==> src/rtl/sps_pkg.sv <==
package sps_pkg;

    typedef enum logic [2:0] {
        ST_IDLE,
        ST_OFF_WAIT,
        ST_VCC_WAIT,
        ST_RESET_HOLD,
        ST_POST_RESET,
        ST_READY,
        ST_DOWN_WAIT
    } seq_state_e;

    localparam logic [1:0] VCC_OFF = 2'b00;
    localparam logic [1:0] VCC_5V  = 2'b01;
    localparam logic [1:0] VPP_OFF = 2'b00;

    // phase lengths in microseconds
    localparam longint unsigned OFF_US  = 64'd20_000 + 64'd300_000 + 64'd100_000;
    localparam longint unsigned VCC_US  = 64'd100_000 + 64'd20_000 + 64'd300_000;
    localparam longint unsigned RST_US  = 64'd10;
    localparam longint unsigned POST_US = 64'd20_000;
    localparam longint unsigned DOWN_US = 64'd20_000 + 64'd300_000;

    function automatic longint unsigned us_to_cyc(input longint unsigned hz,
                                                  input longint unsigned div,
                                                  input longint unsigned us);
        longint unsigned c;
        c = (hz * us) / 64'd1_000_000 / div;
        if (c == 64'd0) c = 64'd1;
        return c;
    endfunction

endpackage

==> src/rtl/sps_timer.sv <==
module sps_timer #(
    parameter int CW = 8
) (
    input  logic          clk,
    input  logic          rst_n,
    input  logic          load,
    input  logic [CW-1:0] load_val,
    output logic          expired
);

    logic [CW-1:0] cnt;

    always_ff @(posedge clk or negedge rst_n) begin
        if (!rst_n)
            cnt <= '0;
        else if (load)
            cnt <= load_val;
        else if (cnt != '0)
            cnt <= cnt - 1'b1;
    end

    assign expired = (cnt == '0);

    // loaded value is taken, then counts down one per cycle
    a_r10_load_taken: assert property (@(posedge clk) disable iff (!rst_n)
        load |=> cnt == $past(load_val));
    a_r10_count_down: assert property (@(posedge clk) disable iff (!rst_n)
        (!load && cnt != '0) |=> cnt == $past(cnt) - 1'b1);

endmodule

==> src/rtl/sps_fall_det.sv <==
module sps_fall_det #(
    parameter int STAGES = 2
) (
    input  logic clk,
    input  logic rst_n,
    input  logic din,
    output logic fall
);

    logic [STAGES-1:0] sync_q;
    logic              prev_q;

    always_ff @(posedge clk or negedge rst_n) begin
        if (!rst_n) begin
            sync_q <= '0;
            prev_q <= 1'b0;
        end else begin
            sync_q[0] <= din;
            for (int i = 1; i < STAGES; i++)
                sync_q[i] <= sync_q[i-1];
            prev_q <= sync_q[STAGES-1];
        end
    end

    assign fall = prev_q & ~sync_q[STAGES-1];

    // a removal event is a single-cycle pulse
    a_r7_fall_single: assert property (@(posedge clk) disable iff (!rst_n)
        fall |=> !fall);

endmodule

==> src/rtl/sps_fsm.sv <==
module sps_fsm
    import sps_pkg::*;
#(
    parameter longint unsigned OFF_CYC  = 2,
    parameter longint unsigned VCC_CYC  = 2,
    parameter longint unsigned RST_CYC  = 1,
    parameter longint unsigned POST_CYC = 2,
    parameter longint unsigned DOWN_CYC = 2,
    parameter int              CW       = 8
) (
    input  logic          clk,
    input  logic          rst_n,
    input  logic          en_req,
    input  logic          dis_req,
    input  logic          removed,
    input  logic          expired,
    output logic          load,
    output logic [CW-1:0] load_val,
    output logic [1:0]    vcc_sel,
    output logic [1:0]    vpp_sel,
    output logic          card_rst,
    output logic          busy,
    output logic          ready
);

    localparam logic [CW-1:0] OFF_LD  = CW'(OFF_CYC - 1);
    localparam logic [CW-1:0] VCC_LD  = CW'(VCC_CYC - 1);
    localparam logic [CW-1:0] RST_LD  = CW'(RST_CYC - 1);
    localparam logic [CW-1:0] POST_LD = CW'(POST_CYC - 1);
    localparam logic [CW-1:0] DOWN_LD = CW'(DOWN_CYC - 1);

    seq_state_e state, nxt;
    logic       stop;

    assign stop = dis_req | removed;

    always_ff @(posedge clk or negedge rst_n) begin
        if (!rst_n) state <= ST_IDLE;
        else        state <= nxt;
    end

    always_comb begin
        nxt = state;
        unique case (state)
            ST_IDLE:       if (en_req && !dis_req) nxt = ST_OFF_WAIT;
            ST_OFF_WAIT:   if (stop) nxt = ST_DOWN_WAIT; else if (expired) nxt = ST_VCC_WAIT;
            ST_VCC_WAIT:   if (stop) nxt = ST_DOWN_WAIT; else if (expired) nxt = ST_RESET_HOLD;
            ST_RESET_HOLD: if (stop) nxt = ST_DOWN_WAIT; else if (expired) nxt = ST_POST_RESET;
            ST_POST_RESET: if (stop) nxt = ST_DOWN_WAIT; else if (expired) nxt = ST_READY;
            ST_READY:      if (stop) nxt = ST_DOWN_WAIT;
            ST_DOWN_WAIT:  if (expired) nxt = ST_IDLE;
            default:       nxt = ST_IDLE;
        endcase
    end

    // timer load on entry to a timed state
    always_comb begin
        load     = (nxt != state) && (nxt != ST_IDLE) && (nxt != ST_READY);
        load_val = '0;
        unique case (nxt)
            ST_OFF_WAIT:   load_val = OFF_LD;
            ST_VCC_WAIT:   load_val = VCC_LD;
            ST_RESET_HOLD: load_val = RST_LD;
            ST_POST_RESET: load_val = POST_LD;
            ST_DOWN_WAIT:  load_val = DOWN_LD;
            default:       load_val = '0;
        endcase
    end

    always_comb begin
        vcc_sel  = VCC_OFF;
        vpp_sel  = VPP_OFF;
        card_rst = 1'b0;
        busy     = 1'b1;
        ready    = 1'b0;
        unique case (state)
            ST_IDLE:       busy = 1'b0;
            ST_OFF_WAIT:   ;
            ST_VCC_WAIT:   vcc_sel = VCC_5V;
            ST_RESET_HOLD: begin vcc_sel = VCC_5V; card_rst = 1'b1; end
            ST_POST_RESET: vcc_sel = VCC_5V;
            ST_READY:      begin vcc_sel = VCC_5V; busy = 1'b0; ready = 1'b1; end
            ST_DOWN_WAIT:  ;
            default:       busy = 1'b0;
        endcase
    end

    a_r2_enable_starts: assert property (@(posedge clk) disable iff (!rst_n)
        (state == ST_IDLE && en_req && !dis_req) |=> state == ST_OFF_WAIT);
    a_r4_reset_after_vcc: assert property (@(posedge clk) disable iff (!rst_n)
        $rose(card_rst) |-> $past(state) == ST_VCC_WAIT);
    a_r5_ready_entry: assert property (@(posedge clk) disable iff (!rst_n)
        (state == ST_READY) |-> ($past(state) == ST_READY || $past(state) == ST_POST_RESET));
    a_r6_stop_powers_down: assert property (@(posedge clk) disable iff (!rst_n)
        (stop && state != ST_IDLE && state != ST_DOWN_WAIT) |=> (state == ST_DOWN_WAIT && vcc_sel == VCC_OFF));
    a_r8_enable_ignored: assert property (@(posedge clk) disable iff (!rst_n)
        (state != ST_IDLE && en_req) |=> (state != ST_OFF_WAIT || $past(state) == ST_OFF_WAIT));
    a_r9_idle_hold: assert property (@(posedge clk) disable iff (!rst_n)
        (state == ST_IDLE && dis_req) |=> state == ST_IDLE);

endmodule

==> src/rtl/socket_pwr_seq.sv <==
module socket_pwr_seq
    import sps_pkg::*;
#(
    parameter longint unsigned CLK_HZ      = 250_000_000,
    parameter longint unsigned TICK_DIV    = 1,
    parameter int              SYNC_STAGES = 2
) (
    input  logic       clk,
    input  logic       rst_n,
    input  logic       en_req,
    input  logic       dis_req,
    input  logic       card_det,
    output logic [1:0] vcc_sel,
    output logic [1:0] vpp_sel,
    output logic       card_rst,
    output logic       busy,
    output logic       ready
);

    localparam longint unsigned OFF_CYC  = us_to_cyc(CLK_HZ, TICK_DIV, OFF_US);
    localparam longint unsigned VCC_CYC  = us_to_cyc(CLK_HZ, TICK_DIV, VCC_US);
    localparam longint unsigned RST_CYC  = us_to_cyc(CLK_HZ, TICK_DIV, RST_US);
    localparam longint unsigned POST_CYC = us_to_cyc(CLK_HZ, TICK_DIV, POST_US);
    localparam longint unsigned DOWN_CYC = us_to_cyc(CLK_HZ, TICK_DIV, DOWN_US);
    localparam longint unsigned MAX_A    = (OFF_CYC > VCC_CYC) ? OFF_CYC : VCC_CYC;
    localparam longint unsigned MAX_B    = (MAX_A > DOWN_CYC) ? MAX_A : DOWN_CYC;
    localparam longint unsigned MAX_CYC  = (MAX_B > POST_CYC) ? MAX_B : POST_CYC;
    localparam int              CW       = $clog2(MAX_CYC + 1);

    logic          removed;
    logic          expired;
    logic          load;
    logic [CW-1:0] load_val;

    sps_fall_det #(.STAGES(SYNC_STAGES)) u_det (
        .clk   (clk),
        .rst_n (rst_n),
        .din   (card_det),
        .fall  (removed)
    );

    sps_timer #(.CW(CW)) u_timer (
        .clk      (clk),
        .rst_n    (rst_n),
        .load     (load),
        .load_val (load_val),
        .expired  (expired)
    );

    sps_fsm #(
        .OFF_CYC  (OFF_CYC),
        .VCC_CYC  (VCC_CYC),
        .RST_CYC  (RST_CYC),
        .POST_CYC (POST_CYC),
        .DOWN_CYC (DOWN_CYC),
        .CW       (CW)
    ) u_fsm (
        .clk      (clk),
        .rst_n    (rst_n),
        .en_req   (en_req),
        .dis_req  (dis_req),
        .removed  (removed),
        .expired  (expired),
        .load     (load),
        .load_val (load_val),
        .vcc_sel  (vcc_sel),
        .vpp_sel  (vpp_sel),
        .card_rst (card_rst),
        .busy     (busy),
        .ready    (ready)
    );

endmodule

==> config.mk <==
export PLATFORM = sky130hd
export DESIGN_NAME = socket_pwr_seq
export DESIGN_NICKNAME = d
export VERILOG_FILES = /design/src/rtl/sps_pkg.sv /design/src/rtl/sps_timer.sv /design/src/rtl/sps_fall_det.sv /design/src/rtl/sps_fsm.sv /design/src/rtl/socket_pwr_seq.sv
export SDC_FILE = /design/constraint.sdc
export NUM_CORES = 1
export LEC_CHECK = 0
export BUFFER_PORTS_ARGS = -buffer_cell sky130_fd_sc_hd__buf_2
export CORE_MARGIN = 10
export CORE_UTILIZATION = 50
export DETAILED_ROUTE_END_ITERATION = 8
export PLACE_DENSITY = 0.76
export SKIP_CTS_REPAIR_TIMING = 1
export SLEW_MARGIN = 30
export SYNTH_ARGS = -nofsm -noshare
export SYNTH_HDL_FRONTEND = slang
export SYNTH_SLANG_ARGS = --single-unit
export TNS_END_PERCENT = 20
==> constraint.sdc <==
create_clock -name clk -period 2.5 [get_ports clk]
set_input_delay 0.5 -clock clk [delete_from_list [all_inputs] [get_ports clk]]
set_output_delay 0.5 -clock clk [all_outputs]
set_load 0.02 [all_outputs]
# Word-level counts from Yosys, hierarchy flattened
# Index checks and enable logic that the tools add are counted.
[totals]
out_inout_bits = 7
regBits = 33
in_bits = 5
[op_classes]
addsub = 1
bitwise_logic = 3
n_reduce_logical = 12
eq_ne = 13
mux = 19
[op_table]
columns = ["cell", "n"]
rows = [
  ["one-hot mux 27 bit (4 select lines)", 1],
  ["two-way mux 27 bit", 2],
  ["two-way mux 3 bit", 11],
  ["logical NOT 27 bit", 1],
  ["nonzero test 27 bit", 1],
  ["subtractor 27 x 1 -> 27 bit (second input constant)", 1],
  ["one-hot mux 3 bit (7 select lines)", 1],
  ["equality test 3 bit (second input constant)", 5],
  ["equality test 3 x 2 -> 1 bit (second input constant)", 4],
  ["equality test 3 x 1 -> 1 bit (second input constant)", 2],
  ["OR reduction 5 bit", 1],
  ["two-way mux 1 bit", 4],
  ["OR reduction 4 bit", 1],
  ["logical AND 1 bit", 3],
  ["logical NOT 3 bit", 1],
  ["inequality test 3 bit", 1],
  ["inequality test 3 bit (second input constant)", 1],
  ["nonzero test 3 bit", 1],
  ["nonzero test 2 bit", 1],
  ["OR reduction 2 bit", 1],
  ["AND 1 bit", 1],
  ["logical NOT 1 bit", 1],
  ["NOT 1 bit", 1],
  ["bitwise OR 1 bit", 1],
]

# Depth between registers and ports, before layout
# Gate-level depths: netlist (run 1).
[depth]
depth_word = 9
depth_mapped = 9
ltp_nobuf = 7

# Hierarchy
# Synthesis (run 1) repeated with hierarchy kept, for this count alone.
[hier_totals]
hier_cells = 260
hier_area_um2 = 2363.5
[modules_own_cells]
columns = ["module", "cells_each", "n_inst", "area_per_inst_um2"]
rows = [
  ["sps_timer", 178, 1, 1627.8],
  ["sps_fsm", 78, 1, 646.9],
  ["sps_fall_det", 4, 1, 88.8],
]

# Worst setup path after synthesis (run 1)
# OpenSTA, ideal clock, no wires.
[synth_timing]
path_kind = "reg-to-reg"
from = "reg u_timer.cnt[0]"
to = "reg u_timer.cnt[8]"
arrival_time_ns = 1.969
n_path_buf = 1
slack_ns = 0.411
stages_incl_launch_ff = 9
path_cell_list = "dfrtp_1 inv_1 ha_1 nor3b_2 nand4_1 or2_1 clkbuf_1 nor3_4 and3b_1"
[synth_between]
elab_chain_cells = 8
[synth_rtl]
columns = ["item", "line", "rtl"]
rows = [
  ["start, declared", "sps_timer.sv:11", "logic [CW-1:0] cnt;"],
  ["start signal, assigned", "sps_timer.sv:17", "cnt <= load_val;"],
  ["start signal, assigned", "sps_timer.sv:19", "cnt <= cnt - 1'b1;"],
  ["logical NOT 27 bit", "sps_timer.sv:22", "assign expired = (cnt == '0);"],
  ["two-way mux 3 bit (on tied branches) (2 in a row)", "-", ""],
  ["one-hot mux 3 bit (7 select lines)", "sps_fsm.sv:44", "unique case (state)"],
  ["equality test 3 x 1 -> 1 bit, or another cell as far along", "sps_fsm.sv:60", "unique case (nxt)"],
  ["OR reduction 2 bit (no line) or logical AND 1 bit (tied branches)", "-", ""],
  ["one-hot mux 27 bit (4 select lines) or logical AND 1 bit (tied branches)", "sps_fsm.sv:60, sps_fsm.sv:58", ""],
  ["two-way mux 27 bit or nonzero test 2 bit (tied branches)", "-", ""],
]
# Parallel ways exist; a longest one is shown, timed or not. The select of a mux whose other input is x is not followed.
# A chain may end at the register's enable or synchronous reset.

# Worst setup path in the final report (run 1)
# Same ends and word-level chain as after synthesis.

==> metrics, run 1 <==
flop and latch count out of synthesis 33; Syn Inst Count 217; Die H 83.3 um; Nets 235; I/O Buffers 8; R2R cell count 7; number of global-route vias before repair 1537; P&R area growth vs syn 9.68%; CTS buffer count 5; # diodes 0; delay-heaviest family, CP simple AND/OR/NAND/NOR gates; hpwl dp 3300 um; routed len/inst 16.0 um; DRT antenna net count 0; RSZ-0062 raised after global routing no; DRT Pass-1 Iters 4; Buf/Inv on CP 1; first-pass GRT wire length 7580 um; Post-DP Area 2110 um2; final instance area 2200 um2; post-synth top area cell dfrtp_1; Core Area 3770 um2; DRC Markers 0; maximum operating frequency 434 MHz; H-tree depth 2; Area contributors post-synth dfrtp_1 (41%), xnor2_1 (7.0%), a21oi_1 (4.0%); Syn. warnings 0; critical path required time 2680 ps; post-DR vias/cell 5.90; clk buf depth 2; Yosys cell types 53; DR iter-0 viols 163; mux cell area share after synthesis 0.500%; Core Util, Final 58.3%; Setup Slack @ Placement 97.8 ps; CP endpoint kind flop; largest family of logic cells by synthesized area simple AND/OR/NAND/NOR gates; Reg clk slew, reported paths 70 ps; Synth Cell Area 2000 um2; CP arrival 2480 ps; Die X 83.3 um; crit path launch type flop; CTS root buf clkbuf_8; top-level I/O count 12; final worst path period share 92.1%; Simple-Gate Fraction of Synth Area 28.7%; Fin Setup TNS 0 ps; CP peak stage delay 420 ps; Crit path depth 7; crit-path cells inv_1, ha_1, nor3b_2, nand4_1, nor4_4, o21ai_0, and3b_1; worst skew pair latency 290 ps; status complete, no violations; Setup violations, final 0; worst setup margin 197 ps; commonest non-fill, non-tap cell in the layout dfrtp_1; total clock sinks 33; layout cell share with drive strength beyond 1 15.3%; Peak VDD IR 0.000514 V; global route total overflow 0; most frequent cells in the layout dfrtp_1 (33), nor2_1 (18), a21oi_1 (16), xnor2_1 (16), nand2_1 (15); final max-slew violation count 0; CTS tree yes; Total GRT Usage 13.0%; PwrDens 925 nW/um2; worst slew pin tran 715 ps; Post-Synth XOR/XNOR Area 10.1%; vias 1634; total routed wirelength 4450 um; synthesized area per cell 9.23 um2; asr flop ratio synth 100%; Crit Path Class flop to flop; worst rel slew slack 52.3%; largest fanout on the critical path 6; post-synthesis sequential area ratio 41.2%; clock period minus worst slack 2300 ps; final setup skew 6.16 ps; # fillers 328; final hold violations 0; CP max-delay cell nor4_4; Compound-Gate Fraction of Synth Area 14.4%; max-cap violations 0; Core Rows 22; Main synth FF type dfrtp_1; gp weighted congestion 0.870; Leak Pwr 0.907 nW; HP Class input port to asynchronous set/reset pin; Total Die Area 6940 um2; adder-cell share of the synthesized area 0.625%; largest net degree at the start of global routing 34; number of flops mapped to enable cells by yosys 0; starting density of the core 53.1%; Synth top area share 41.2%; initial antenna violation count 0
## sequential cells by signal (all words and copies together) (netlist names)
name and cells:
u_det.prev_q 1, u_det.sync_q 2, u_fsm.state 3, u_timer.cnt 27
## kinds of logic after synthesis
| logic type | count (synthesis) |
|---|---|
| buffers and inverters | 18 |
| AND/OR/NAND/NOR | 93 |
| multiplexers | 1 |
| adder cells (fa/ha/maj) | 1 |
| XOR/XNOR | 23 |
| other | 1 |
| flip-flops | 33 |
| AO/OA/AOI/OAI | 47 |
## through the flow
| stage | instances | hold slack (ps) | power (W) |
|---|---|---|---|
| detailed placement | 270 | 347 | 0.00163 |
| global route | 277 | 311 | 0.00219 |
| CTS | 277 | 297 | 0.00204 |
| finish | 277 | 259 | 0.00203 |
| floorplan | 219 | 204 | 0.00142 |
| global placement | 270 | 347 | 0.00161 |
## where the power goes
part	leakage (nW)	internal (W)	total [W]	switching [W]
Combinational	0.468	0.000327	0.000724	0.000397
Clock	0.0443	0.000218	0.000410	0.000192
Sequential	0.395	0.000688	0.000898	0.000210
Total	0.907	0.00123	0.00203	0.000799
## synthesized netlist by cell type, types with 2 or more instances
cell,count
nor4_2,2
xnor2_1,16
or3_1,3
or4_1,4
nor2_1,18
a21oi_1,16
nand2_1,15
xor2_1,7
nor3b_1,3
nand3b_1,2
a21o_1,2
o21ai_0,13
buf_2,2
nand4b_1,2
nor4_1,7
nand4_1,2
dfrtp_1,33
inv_1,3
clkbuf_1,7
nand3_1,12
nand2b_1,3
nor4_4,2
nor2b_1,2
and2_1,2
nor3_1,6
o31ai_1,2
buf_4,4
a21boi_0,2
## path summary, 6_finish.rpt
| kind | startpoint | slack [ps] | endpoint |
|---|---|---|---|
| max | u_timer.cnt[0] | 200 | u_timer.cnt[8] |
| min | rst_n | 260 | u_timer.cnt[12] |
| max reg2reg | u_timer.cnt[0] | 200 | u_timer.cnt[8] |
| min reg2reg | u_det.sync_q[0] | 360 | u_det.sync_q[1] |
| max in group asynchronous | rst_n | 1780 | u_det.sync_q[0] |
| min in group clk | card_det | 320 | u_det.sync_q[0] |
## layout make-up
| type | count | area [um2] | area share (%) |
|---|---|---|---|
| Timing Repair Buffer | 18 | 115 | 5.24 |
| Inverter | 3 | 11.3 | 0.513 |
| Multi-Input combinational cell | 168 | 1100 | 50.0 |
| Tap cell | 48 | 60.1 | 2.73 |
| Sequential cell | 33 | 826 | 37.6 |
| Clock buffer | 7 | 86.3 | 3.93 |
## routing by layer
layer | GRT usage, % | vias up | part of all wire [%]
met1 | 17.1 | 790 | 48
met3 | 4.10 | 5 | 5.3
met2 | 19.8 | 44 | 46
met5 | 0 | - | 0
li1 | - | 795 | -
met4 | 3.38 | 0 | 0.72
(Power assumes the default switching activity.)
==> inputs of run 2 (changes only) <==
--- a/config.mk
+++ b/config.mk
@@ -10,6 +10,7 @@
 export CORE_UTILIZATION = 50
 export DETAILED_ROUTE_END_ITERATION = 8
 export PLACE_DENSITY = 0.76
+export RECOVER_POWER = 25
 export SKIP_CTS_REPAIR_TIMING = 1
 export SLEW_MARGIN = 30
 export SYNTH_ARGS = -nofsm -noshare
==> metrics, run 2 (same netlist as run 1, synthesis figures left out) <==
status finished with violations (was complete, no violations); failing checks capacitance limit, slew limit; PwrDens 925 nW/um2 (about the same); Top reg by flops u_timer.cnt (unchanged); I/O Buffers 8 (unchanged); RSZ-0062 raised after global routing no (unchanged); P&R area growth vs syn 9.62% (was 9.68%); CP peak stage delay 420 ps (about the same); Setup violations, final 0 (unchanged); DRC Markers 0 (unchanged); maximum operating frequency 434 MHz (unchanged); worst skew pair latency 290 ps (about the same); top-level I/O count 12 (unchanged); Reg clk slew, reported paths 60 ps (was 70 ps); critical path required time 2680 ps (about the same); final setup skew 6.16 ps (unchanged); routed len/inst 16.0 um (about the same); total routed wirelength 4440 um (was 4450 um); final worst path period share 92.1% (unchanged); largest net degree at the start of global routing 34 (unchanged); CP arrival 2480 ps (about the same); final hold violations 0 (unchanged); max-cap violations 1 (was 0); Total GRT Usage 13.0% (unchanged); Fin Setup TNS 0 ps (unchanged); CTS buffer count 5 (unchanged); clk buf depth 2 (unchanged); Core Area 3770 um2 (unchanged); Core Rows 22 (unchanged); HP Class input port to flop (was input port to asynchronous set/reset pin); # diodes 0 (unchanged); starting density of the core 53.1% (unchanged); max reg flops 27 (unchanged); Crit Path Class flop to flop (unchanged); post-DR vias/cell 5.90 (unchanged); DR iter-0 viols 163 (unchanged); final hold slack 317 ps (was 259 ps); Die X 83.3 um (unchanged); Peak VDD IR 0.000514 V (about the same); Leak Pwr 0.905 nW (was 0.907 nW); gp weighted congestion 0.870 (unchanged); clock period minus worst slack 2300 ps (unchanged); DRT Pass-1 Iters 4 (unchanged); first-pass GRT wire length 7580 um (unchanged); most frequent cells in the layout dfrtp_1 (33), nor2_1 (18), a21oi_1 (16), xnor2_1 (16), nand2_1 (15) (unchanged); DRT antenna net count 0 (unchanged); Nets 235 (unchanged); Die H 83.3 um (unchanged); CP endpoint kind flop (unchanged); global route total overflow 0 (unchanged); number of global-route vias before repair 1537 (unchanged); Total Die Area 6940 um2 (unchanged); top flop regs u_timer.cnt: 27 flops, u_fsm.state: 3 flops, u_det.sync_q: 2 flops (unchanged); initial antenna violation count 0 (unchanged); crit path launch type flop (unchanged); CTS tree yes (unchanged); worst rel slew slack -13.8% (was 52.3%); largest fanout on the critical path 6 (unchanged); commonest non-fill, non-tap cell in the layout dfrtp_1 (unchanged); final max-slew violation count 34 (was 0); vias 1634 (unchanged); H-tree depth 2 (unchanged); total clock sinks 33 (unchanged); CTS root buf clkbuf_8 (unchanged); hpwl dp 3300 um (unchanged); CP max-delay cell nor4_4 (unchanged); worst slew pin tran 1710 ps (was 715 ps); layout cell share with drive strength beyond 1 14.8% (was 15.3%); crit-path cells inv_1, ha_1, nor3b_2, nand4_1, nor4_4, o21ai_0, and3b_1 (unchanged)
run 2: cell count changes in the layout (fill, tap and decap cells not counted):
cell | before | now
buf_2 | 8 | 7
clkbuf_1 | 1 | 2
run 2: cell type report:
class / instances / area [um2]
fill: 327 / 1580
sequential: 33 / 826
timing repair buffer: 18 / 114
inverter: 3 / 11.3
clock buffer: 7 / 86.3
multi-input combinational: 168 / 1100
tap: 48 / 60.1
run 2: per-stage QoR:
step	area (um2)	utilization (%)	cells	setup slack, ps	total power (W)
2_1_floorplan	2010	-	219	411	0.00142
3_3_place_gp	2110	56.0	270	180	0.00161
3_5_place_dp	2110	56.0	270	97.8	0.00163
4_1_cts	2200	58.3	277	119	0.00204
5_1_grt	2200	58.2	277	48.5	0.00219
6_report	2200	58.2	277	197	0.00203
run 2: per-layer routing:
layer	part of all wire, %	wire, um	up-vias	track usage, %
li1	-	-	795	-
met1	48	2140	790	17.1
met2	46	2040	44	19.8
met3	5.3	234	5	4.10
met4	0.72	32	0	3.38
met5	0	0	-	0
run 2: final timing paths:
kind | startpoint | slack, ps | endpoint | cells past startpoint
max | u_timer.cnt[0] | 200 | u_timer.cnt[8] | 7
max reg2reg | u_timer.cnt[0] | 200 | u_timer.cnt[8] | 7
min in group asynchronous | rst_n | 650 | u_timer.cnt[12] | 1
min | card_det | 320 | u_det.sync_q[0] | 1
max in group asynchronous | rst_n | 860 | u_det.sync_q[0] | 1
min reg2reg | u_det.sync_q[0] | 360 | u_det.sync_q[1] | 0
run 2: critical path: cells and delay by family, from the launching register on:
| kind | cells | cell delay [ps] |
|---|---|---|
| AND/OR/NAND/NOR | 4 | 1210 |
| buffers and inverters | 1 | 110 |
| AO/OA/AOI/OAI | 1 | 290 |
| adder cells (fa/ha/maj) | 1 | 180 |
| flip-flops | 1 | 400 |
run 2: where the power goes:
group | switching [W] | total [W] | internal (W) | leakage, nW
registers | 0.000210 | 0.000898 | 0.000688 | 0.395
logic | 0.000397 | 0.000724 | 0.000327 | 0.465
clock network | 0.000192 | 0.000410 | 0.000218 | 0.0443
==> inputs of run 3 (changes only) <==
--- a/config.mk
+++ b/config.mk
@@ -5,11 +5,13 @@
 export SDC_FILE = /design/constraint.sdc
 export NUM_CORES = 1
 export LEC_CHECK = 0
+export ABC_AREA = 1
 export BUFFER_PORTS_ARGS = -buffer_cell sky130_fd_sc_hd__buf_2
 export CORE_MARGIN = 10
 export CORE_UTILIZATION = 50
+export CTS_BUF_LIST = sky130_fd_sc_hd__clkbuf_8
 export DETAILED_ROUTE_END_ITERATION = 8
-export PLACE_DENSITY = 0.76
+export PLACE_DENSITY = 0.75
 export RECOVER_POWER = 25
 export SKIP_CTS_REPAIR_TIMING = 1
 export SLEW_MARGIN = 30
==> metrics, run 3 <==
status finished with violations (unchanged); failing checks capacitance limit, slew limit (unchanged); placed insts 362 (was 270); footprint of the multi-input gates 1320 um2 (was 1100 um2); Crit Path Class flop to flop (unchanged); CP arrival 2590 ps (was 2480 ps); HP Class input port to flop (unchanged); clk buf depth 2 (unchanged); final max-slew violation count 34 (unchanged); Core Rows 24 (was 22); commonest non-fill, non-tap cell in the layout nand2_1 (was dfrtp_1); Synth Cell Area 2260 um2 (was 2000 um2); Core Util, Final 61.9% (was 58.2%); critical path required time 2660 ps (was 2680 ps); Non-Filler Instances 389 (was 277); first-pass GRT wire length 8220 um (was 7580 um); post-DR vias/cell 5.19 (was 5.90); top-level I/O count 12 (unchanged); CTS root buf clkbuf_8 (unchanged); layout cell share with drive strength beyond 1 26.4% (was 14.8%); Reg clk slew, reported paths 80 ps (was 60 ps); final setup skew 8.15 ps (was 6.16 ps); DR top layer met4 (unchanged); starting density of the core 51.9% (was 53.1%); Nets 342 (was 235); number of global-route vias before repair 1785 (was 1537); Peak VDD IR 0.00117 V (was 0.000514 V); top flop regs u_timer.cnt: 27 flops, u_fsm.state: 3 flops, u_det.sync_q: 2 flops (unchanged); Yosys cell types 33 (was 53); hpwl dp 3550 um (was 3300 um); global route total overflow 0 (unchanged); Compound-Gate Fraction of Synth Area 8.58% (was 14.4%); Leak Pwr 1.34 nW (was 0.905 nW); Fin Setup TNS 0 ps (unchanged); Post-DP Area 2350 um2 (was 2110 um2); # diodes 0 (unchanged); Top reg by flops u_timer.cnt (unchanged); gp weighted congestion 0.872 (was 0.870); Main synth FF type dfrtp_1 (unchanged); Die H 87.2 um (was 83.3 um); DR iter-0 viols 186 (was 163); largest fanout on the critical path 5 (was 6); CTS tree yes (unchanged); Sequential Area 827 um2 (was 826 um2); I/O Buffers 8 (unchanged); Die X 87.2 um (was 83.3 um); max-cap violations 1 (unchanged); adder-cell share of the synthesized area 0.553% (was 0.625%); final hold slack 326 ps (was 317 ps); Total Die Area 7610 um2 (was 6940 um2); Syn Inst Count 302 (was 217); largest family of logic cells by synthesized area simple AND/OR/NAND/NOR gates (unchanged); most frequent cells in the layout nand2_1 (75), nor2_1 (35), dfrtp_1 (32) (was dfrtp_1 (33), nor2_1 (18), a21oi_1 (16), xnor2_1 (16), nand2_1 (15)); P&R area growth vs syn 19.1% (was 9.62%); worst slew pin tran 1820 ps (was 1710 ps); crit path launch type flop (unchanged); mux cell area share after synthesis 0% (was 0.500%); maximum operating frequency 413 MHz (was 434 MHz); flop and latch count out of synthesis 33 (unchanged); CTS buffer count 5 (unchanged); PwrDens 1620 nW/um2 (was 925 nW/um2); vias 2019 (was 1634); DRT antenna net count 0 (unchanged); final instance area 2690 um2 (was 2200 um2); met2 wire length 2860 um (was 2040 um); Core Area 4350 um2 (was 3770 um2); Syn. warnings 0 (unchanged); Total GRT Usage 13.3% (was 13.0%); asr flop ratio synth 100% (unchanged); worst skew pair latency 280 ps (was 290 ps); synthesized area per cell 7.49 um2 (was 9.23 um2); total routed wirelength 5560 um (was 4440 um); count leader, synth nand2_1 (was dfrtp_1); post-synth top area cell dfrtp_1 (unchanged); DRC Markers 0 (unchanged); initial antenna violation count 0 (unchanged); largest net degree at the start of global routing 34 (unchanged); total clock sinks 33 (unchanged); Synth top area share 36.5% (was 41.2%); post-synthesis sequential area ratio 36.5% (was 41.2%); max reg flops 27 (unchanged); synth cell count leaders nand2_1 (76), nor2_1 (38), dfrtp_1 (33) (was dfrtp_1 (33), nor2_1 (18), a21oi_1 (16), xnor2_1 (16), nand2_1 (15)); met3 wire len 241 um (was 234 um); clock period minus worst slack 2420 ps (was 2300 ps); met1 WL 2400 um (was 2140 um); final hold violations 0 (unchanged); CP endpoint kind flop (unchanged); Area contributors post-synth dfrtp_1 (37%), nand2_1 (13%), nor2_1 (6.3%) (was dfrtp_1 (41%), xnor2_1 (7.0%), a21oi_1 (4.0%)); worst rel slew slack -21.6% (was -13.8%); final worst path period share 97.0% (was 92.1%); Setup violations, final 0 (unchanged); # fillers 372 (was 327); Post-Synth XOR/XNOR Area 8.52% (was 10.1%); H-tree depth 2 (unchanged); Simple-Gate Fraction of Synth Area 36.1% (was 28.7%); routed len/inst 14.3 um (was 16.0 um); number of flops mapped to enable cells by yosys 0 (unchanged); DRT Pass-1 Iters 4 (unchanged)
-- run 3: cell count changes in the layout (fill, tap and decap cells not counted), moves of 7 or more --
| cell | before | now |
|---|---|---|
| nor2_2 | 0 | 8 |
| nand2_2 | 0 | 8 |
| inv_1 | 3 | 27 |
| xnor2_1 | 16 | 8 |
| xor2_1 | 7 | 14 |
| buf_4 | 10 | 19 |
| nor2_1 | 18 | 35 |
| nand2_1 | 15 | 75 |
| inv_2 | 0 | 8 |
-- run 3: final timing paths --
path	start	slack [ps]	cells past startpoint	to
max	u_timer.cnt[13]	80	15	u_timer.cnt[22]
min	card_det	330	1	u_det.sync_q[0]
max reg2reg	u_timer.cnt[13]	80	15	u_timer.cnt[22]
min reg2reg	u_det.sync_q[0]	360	0	u_det.sync_q[1]
max in group asynchronous	rst_n	620	1	u_timer.cnt[13]
min in group asynchronous	rst_n	700	1	u_timer.cnt[6]
-- run 3: area by class of cell --
cell class	count	area share, %
flip-flops and latches	33	30.7
clock inverters	3	0.650
repair buffers	31	9.57
multi-input cells	229	49.0
inverters	36	5.11
clock buffers	5	2.55
well taps	52	2.42
-- run 3: cell families (layout without fill, tap and decap cells) --
| group | Yosys count | in the layout |
|---|---|---|
| DFF | 33 | 33 |
| and+or+nand+nor | 168 | 170 |
| AOI/OAI and AO/OA | 33 | 33 |
| adders and majority gates | 1 | 1 |
| buffers and inverters | 44 | 75 |
| other | 1 | 3 |
| xor gates and xnor gates | 22 | 22 |
-- run 3: through the flow --
| stage | total power [W] | worst slack [ps] |
|---|---|---|
| finish | 0.00436 | 75.8 |
| global route | 0.00471 | -43.3 |
| CTS | 0.00368 | -25.9 |
| detailed placement | 0.00325 | -3.95 |
| global placement | 0.00322 | 66.6 |
| floorplan | 0.00300 | 174 |
-- run 3: worst max-delay path, stage by stage (launching register included) --
cell and delay [ps]:
dfrtp_2 450, nor2_1 170, nand2_1 90, nor2_2 160, nand2_4 100, nor2_8 120, nand2_1 80, nand2_2 120
nand3_4 100, nand2_1 70, nand2_1 60, inv_2 90, nand3_4 130, a21oi_4 300, clkbuf_16 200, a21oi_1 50
-- run 3: power breakdown --
part           switching (W)  leakage (nW)  internal [W]
sequential          0.000226         0.399      0.000774
clock               0.000210        0.0439      0.000192
combinational        0.00183         0.900       0.00113
total                0.00227          1.34       0.00209
-- run 3: metal layers --
metal | GRT usage [%] | up-vias
li1 | - | 1010
met1 | 16.7 | 949
met2 | 22.0 | 52
met3 | 2.81 | 8
met4 | 4.06 | 0
met5 | 0 | -
